===== config.mk =====
export PLATFORM = sky130hd
export DESIGN_NAME = dram_rfsh_seq
export DESIGN_NICKNAME = d
export VERILOG_FILES = /design/src/rtl/dram_rfsh_pkg.sv /design/src/rtl/dram_rfsh_timer.sv /design/src/rtl/dram_rfsh_strobe.sv /design/src/rtl/dram_rfsh_seq.sv
export SDC_FILE = /design/constraint.sdc
export NUM_CORES = 1
export LEC_CHECK = 0
export ABC_CLOCK_PERIOD_IN_PS = 2690
export BUFFER_PORTS_ARGS = -buffer_cell sky130_fd_sc_hd__buf_2
export CAP_MARGIN = 15
export CORE_MARGIN = 2
export CORE_UTILIZATION = 45
export DETAILED_ROUTE_END_ITERATION = 10
export PLACE_DENSITY_LB_ADDON = 0.2
export SLEW_MARGIN = 10
export SYNTH_ARGS = -nofsm -noshare
export SYNTH_HDL_FRONTEND = slang
export SYNTH_SLANG_ARGS = --single-unit
export TNS_END_PERCENT = 20

===== constraint.sdc =====
create_clock -name clk -period 2.69 [get_ports clk]
set_input_delay 0.4035 -clock clk [delete_from_list [all_inputs] [get_ports clk]]
set_output_delay 0.4035 -clock clk [all_outputs]
set_load 0.02 [all_outputs]

===== src/rtl/dram_rfsh_pkg.sv =====
package dram_rfsh_pkg;

  typedef enum logic [1:0] {
    SEQ_PAUSE   = 2'd0,
    SEQ_WARM    = 2'd1,
    SEQ_IDLE    = 2'd2,
    SEQ_REFRESH = 2'd3
  } seq_state_t;

  // RAS is low from position t_set for t_low positions of one strobe.
  function automatic logic ras_window(input int pos, input int t_set, input int t_low);
    return (pos >= t_set) && (pos < t_set + t_low);
  endfunction

  // In CAS-before-RAS style CAS leads RAS by t_set and trails its fall by t_chr.
  function automatic logic cas_window(input int pos, input int t_set, input int t_chr);
    return (pos >= 0) && (pos < t_set + t_chr);
  endfunction

  function automatic int strobe_len(input int t_set, input int t_low, input int t_rp);
    return t_set + t_low + t_rp;
  endfunction

endpackage


===== src/rtl/dram_rfsh_timer.sv =====
module dram_rfsh_timer #(
  parameter int TICKS_PER_REF = 1562,
  parameter int BACKLOG_MAX   = 4,
  localparam int TICK_W = $clog2(TICKS_PER_REF),
  localparam int PEND_W = $clog2(BACKLOG_MAX + 1)
) (
  input  logic              clk,
  input  logic              rst_n,
  input  logic              run,
  input  logic              take,
  output logic              tick,
  output logic              overflow,
  output logic              pending,
  output logic [PEND_W-1:0] pend
);

  logic [TICK_W-1:0] cnt_q;
  logic [PEND_W-1:0] pend_q;

  assign tick     = run && (cnt_q == TICK_W'(TICKS_PER_REF - 1));
  assign overflow = tick && (pend_q == PEND_W'(BACKLOG_MAX)) && !take;
  assign pending  = (pend_q != '0);
  assign pend     = pend_q;

  always_ff @(posedge clk or negedge rst_n) begin
    if (!rst_n) begin
      cnt_q  <= '0;
      pend_q <= '0;
    end else if (!run || overflow) begin
      cnt_q  <= '0;
      pend_q <= '0;
    end else begin
      cnt_q <= tick ? '0 : cnt_q + 1'b1;
      case ({tick, take})
        2'b10:   pend_q <= pend_q + 1'b1;
        2'b01:   pend_q <= pend_q - 1'b1;
        default: pend_q <= pend_q;
      endcase
    end
  end

endmodule


===== src/rtl/dram_rfsh_strobe.sv =====
module dram_rfsh_strobe
  import dram_rfsh_pkg::*;
#(
  parameter int T_SET    = 2,
  parameter int T_LOW    = 5,
  parameter int T_CHR    = 2,
  parameter int T_RP     = 4,
  parameter int RAS_ONLY = 0,
  parameter int ROWS     = 512,
  localparam int ROW_W = $clog2(ROWS),
  localparam int LEN   = strobe_len(T_SET, T_LOW, T_RP),
  localparam int POS_W = $clog2(LEN)
) (
  input  logic             clk,
  input  logic             rst_n,
  input  logic             start,
  output logic             done,
  output logic             ras_n,
  output logic             cas_n,
  output logic [ROW_W-1:0] row_addr
);

  logic             active_q;
  logic [POS_W-1:0] pos_q;
  logic             ras_low;
  logic             cas_low;

  assign done = active_q && (pos_q == POS_W'(LEN - 1));

  always_ff @(posedge clk or negedge rst_n) begin
    if (!rst_n) begin
      active_q <= 1'b0;
      pos_q    <= '0;
    end else if (start) begin
      active_q <= 1'b1;
      pos_q    <= '0;
    end else if (done) begin
      active_q <= 1'b0;
      pos_q    <= '0;
    end else if (active_q) begin
      pos_q <= pos_q + 1'b1;
    end
  end

  assign ras_low = active_q && ras_window(int'(pos_q), T_SET, T_LOW);
  assign ras_n   = ~ras_low;
  assign cas_n   = ~cas_low;

  generate
    if (RAS_ONLY != 0) begin : g_ras_only
      logic [ROW_W-1:0] row_q;
      always_ff @(posedge clk or negedge rst_n) begin
        if (!rst_n)    row_q <= '0;
        else if (done) row_q <= (row_q == ROW_W'(ROWS - 1)) ? '0 : row_q + 1'b1;
      end
      assign row_addr = row_q;
      assign cas_low  = 1'b0;
    end else begin : g_cbr
      assign row_addr = '0;
      assign cas_low  = active_q && cas_window(int'(pos_q), T_SET, T_CHR);
    end
  endgenerate

endmodule


===== src/rtl/dram_rfsh_seq.sv =====
module dram_rfsh_seq
  import dram_rfsh_pkg::*;
#(
  parameter int ROWS          = 512,
  parameter int TICKS_PER_REF = 1562,
  parameter int INIT_PAUSE    = 20000,
  parameter int INIT_STROBES  = 8,
  parameter int BACKLOG_MAX   = 4,
  parameter int T_SET         = 2,
  parameter int T_LOW         = 5,
  parameter int T_CHR         = 2,
  parameter int T_RP          = 4,
  parameter int RAS_ONLY      = 0,
  localparam int ROW_W   = $clog2(ROWS),
  localparam int PAUSE_W = $clog2(INIT_PAUSE),
  localparam int WARM_W  = $clog2(INIT_STROBES + 1),
  localparam int PEND_W  = $clog2(BACKLOG_MAX + 1)
) (
  input  logic             clk,
  input  logic             rst_n,
  input  logic             ref_gnt,
  output logic             ref_req,
  output logic             ready,
  output logic             ras_n,
  output logic             cas_n,
  output logic [ROW_W-1:0] row_addr
);

  seq_state_t         state_q, state_d;
  logic [PAUSE_W-1:0] pause_q;
  logic [WARM_W-1:0]  warm_q;

  // Named internal events, also observed by the bound checker.
  logic              strobe_start;
  logic              strobe_done;
  logic              grant_take;
  logic              tick;
  logic              overflow;
  logic              pending;
  logic              run;
  logic [PEND_W-1:0] pend;

  assign run     = (state_q == SEQ_IDLE) || (state_q == SEQ_REFRESH);
  assign ready   = run;
  assign ref_req = (state_q == SEQ_IDLE) && pending;

  always_comb begin
    state_d      = state_q;
    strobe_start = 1'b0;
    grant_take   = 1'b0;
    case (state_q)
      SEQ_PAUSE: begin
        if (pause_q == PAUSE_W'(INIT_PAUSE - 1)) begin
          strobe_start = 1'b1;
          state_d      = SEQ_WARM;
        end
      end
      SEQ_WARM: begin
        if (strobe_done) begin
          if (warm_q == WARM_W'(INIT_STROBES - 1)) state_d = SEQ_IDLE;
          else                                    strobe_start = 1'b1;
        end
      end
      SEQ_IDLE: begin
        if (ref_gnt && pending) begin
          strobe_start = 1'b1;
          grant_take   = 1'b1;
          state_d      = SEQ_REFRESH;
        end
      end
      SEQ_REFRESH: begin
        if (strobe_done) state_d = SEQ_IDLE;
      end
      default: state_d = SEQ_PAUSE;
    endcase
    if (overflow) state_d = SEQ_PAUSE;
  end

  always_ff @(posedge clk or negedge rst_n) begin
    if (!rst_n) begin
      state_q <= SEQ_PAUSE;
      pause_q <= '0;
      warm_q  <= '0;
    end else begin
      state_q <= state_d;
      pause_q <= (state_q == SEQ_PAUSE && state_d == SEQ_PAUSE) ? pause_q + 1'b1 : '0;
      if (state_q != SEQ_WARM)  warm_q <= '0;
      else if (strobe_done)     warm_q <= warm_q + 1'b1;
    end
  end

  dram_rfsh_timer #(
    .TICKS_PER_REF(TICKS_PER_REF),
    .BACKLOG_MAX  (BACKLOG_MAX)
  ) u_timer (
    .clk     (clk),
    .rst_n   (rst_n),
    .run     (run),
    .take    (grant_take),
    .tick    (tick),
    .overflow(overflow),
    .pending (pending),
    .pend    (pend)
  );

  dram_rfsh_strobe #(
    .T_SET   (T_SET),
    .T_LOW   (T_LOW),
    .T_CHR   (T_CHR),
    .T_RP    (T_RP),
    .RAS_ONLY(RAS_ONLY),
    .ROWS    (ROWS)
  ) u_strobe (
    .clk     (clk),
    .rst_n   (rst_n),
    .start   (strobe_start),
    .done    (strobe_done),
    .ras_n   (ras_n),
    .cas_n   (cas_n),
    .row_addr(row_addr)
  );

endmodule


==> results_dict.tcl <==
set metrics [dict create \
    die_area_um2 5580 \
    insertion_delay_ns 0.29 \
    cp.arrival_ns 2.59 \
    root_buffer "clkbuf_8" \
    fmax_ghz 0.414 \
    grt-ovfl-total 0 \
    area_growth_pct 6.57 \
    yosysUniqueCellTypes 50 \
    finalWeightedCongestion 0.789 \
    dr.pass1.iters 4 \
    finalNonFillerCells 301 \
    ys.flop_type "dfrtp_1" \
    fp.dieH_um 74.7 \
    ctsHoldBuffers 0 \
    rsz0062_at_grt "no" \
    hpwl_um 2620 \
    period_minus_slack_ns 2.42 \
    dpl.cell_count 293 \
    slew_headroom 0.405 \
    start_kind "flip-flop" \
    wl_um 3790 \
    first_iter_violations 77 \
    cts_made_buffers 5 \
    fp.coreArea_um2 4790 \
    synthArstFlopShare 1.00 \
    syn_avg_cell_area_um2 9.95 \
    status "complete, no violations" \
    crit_fanout 4 \
    fin_skew_ns 0.00657 \
    route.detailed.drc 0 \
    cap_viol_max_count 0 \
    grt_pass1_wl_um 6720 \
    ys_warn_count 0 \
    ys_seq_area_frac 0.445 \
    path_class "reg2reg" \
    htreeDepth 2 \
    fp.dieW_um 74.7 \
    syn_area_um2 2250 \
    vias_per_cell 4.99 \
    hold_path_class "in2async" \
    leakagePower_nw 1.05 \
    required_ns 2.87 \
    io_buffers 6 \
    clockBufferDepth 2 \
    drive_gt1_frac 0.145 \
    finalSetupTns_ns 0 \
    drv_slew 0 \
    ant_nets 0 \
    setup_violations 0 \
    globalRouteTotalUtil 0.158 \
    fin_crit_sh 0.898 \
    irDropWorstVdd_v 0.000331 \
    cts_setup_buffers 0 \
    synth_edf_count 0 \
    cts_tree "yes" \
    vias 1502 \
    wl_per_cell_um 12.6 \
    tightest_slew_ns 0.893 \
    grt_max_degree 41 \
    clock-sinks 40 \
    start_util 0.470 \
    fin_hold_ws_ns 0.229 \
    grt_pass1_vias 1450 \
    nNetsFinal 243 \
    hold_viol_final 0 \
    io_pins 16 \
    rows 25 \
    antenna_found_initial 0 \
    critPathCaptureType "flip-flop" \
    diodes 0 \
    cts_resized 0 \
    path_clk_slew_ns 0.08 \
    synth_cells 226 \
    ys_seq_elements 40 \
    power.density_nw_per_um2 664 \
]
-- cell type report --
type,instances,area [µm²]
clock inverters,2,10.0
multi-input cells,172,1150
inverters,6,22.5
well taps,67,83.8
fillers,483,2390
flip-flops and latches,40,1000
repair buffers,8,45.0
clock buffers,6,82.6
-- metrics by stage --
step	setup slack [ns]	instance area (µm²)	total power, mW	utilization
after global placement	0.374	2300	1.18	0.481
after detailed placement	0.303	2300	1.19	0.481
after floorplan	0.444	2280	1.10	-
final	0.274	2400	1.59	0.501
after CTS	0.298	2400	1.62	0.501
after global routing	0.173	2400	1.72	0.501
-- flip-flops by register name, indices dropped and copies added (netlist names) --
name               count
warm_q                 4
u_timer.pend           3
u_strobe.active_q      1
u_timer.cnt_q         11
pause_q               15
u_strobe.pos_q         4
state_q                2
-- worst paths after layout --
check,to,slack [ns],startpoint,cells past startpoint
max,u_timer.pend[2],0.27,u_timer.cnt_q[1],9
min,pause_q[0],0.23,rst_n,1
max reg2reg,u_timer.pend[2],0.27,u_timer.cnt_q[1],9
min reg2reg,pause_q[0],0.50,pause_q[0],1
max in group asynchronous,u_timer.cnt_q[6],1.89,rst_n,1
min in group clk,pause_q[0],0.50,pause_q[0],1
-- cell usage after synthesis, types with 2 or more instances --
master	count	area, µm²
a31oi_1	2	12.5
nand3_1	8	40.0
nor2_1	27	101
xor2_1	18	158
a21oi_1	3	15.0
inv_1	6	22.5
and2_1	3	18.8
o31ai_1	3	22.5
and4_1	5	43.8
buf_2	2	10.0
xnor2_1	9	78.8
nand2_1	16	60.1
or4_1	2	15.0
clkbuf_1	4	15.0
o22ai_1	2	12.5
o21ai_0	2	10.0
nand4_1	9	56.3
ha_1	6	75.1
nor2_2	10	62.6
nand3b_1	2	15.0
and3b_1	2	17.5
mux2i_1	3	30.0
buf_4	9	67.6
dfrtp_1	40	1000
nor3_1	6	30.0
o21ai_1	2	10.0
nand4b_1	2	17.5
-- routing by layer --
layer / wire (µm) / part of all wire / GRT usage
met1: 1950 / 0.51 / 0.223
met2: 1700 / 0.45 / 0.239
met3: 81 / 0.021 / 0.0321
met4: 54 / 0.014 / 0.0655
met5: 0 / 0 / 0
-- cells by family after synthesis --
logic type,count (synthesis),synth area share
multiplexers,4,0.0184
buffers and inverters,22,0.0562
XOR/XNOR,27,0.105
AO/OA/AOI/OAI,19,0.0584
AND/OR/NAND/NOR,106,0.273
flip-flops,40,0.445
other,1,0.00167
adder cells (fa/ha/maj),7,0.0423
-- report_power, final --
| group | internal (mW) | switching (mW) |
|---|---|---|
| Sequential | 0.668 | 0.101 |
| Clock | 0.205 | 0.212 |
| Combinational | 0.185 | 0.221 |
-- cell usage in the layout (no fill, tap or decap), types with 2 or more instances in the layout --
master,instances
o21ai_0,2
clkinv_2,2
buf_2,6
ha_1,6
nand4_1,9
o31ai_1,3
nand3b_1,2
nand3_1,8
xor2_1,18
a31oi_1,2
o22ai_1,2
o21ai_1,2
xnor2_1,9
inv_1,6
nand2_1,16
and3b_1,2
clkbuf_8,6
mux2i_1,3
nor2_1,27
conb_1,9
or4_1,2
and2_1,3
a21oi_1,3
buf_4,2
and4_1,5
nand4b_1,2
nor3_1,6
nor2_2,10
dfrtp_1,40
-- worst max-delay path: stages, from the launching register on --
cell and delay (ns):
dfrtp_1 0.41, inv_1 0.06, ha_1 0.13, or4b_4 0.50
nor3_4 0.26, nor2_1 0.09, fa_1 0.42, and2_1 0.17
a32oi_1 0.17, o31ai_1 0.10
Power figures use the tool's default switching activity.
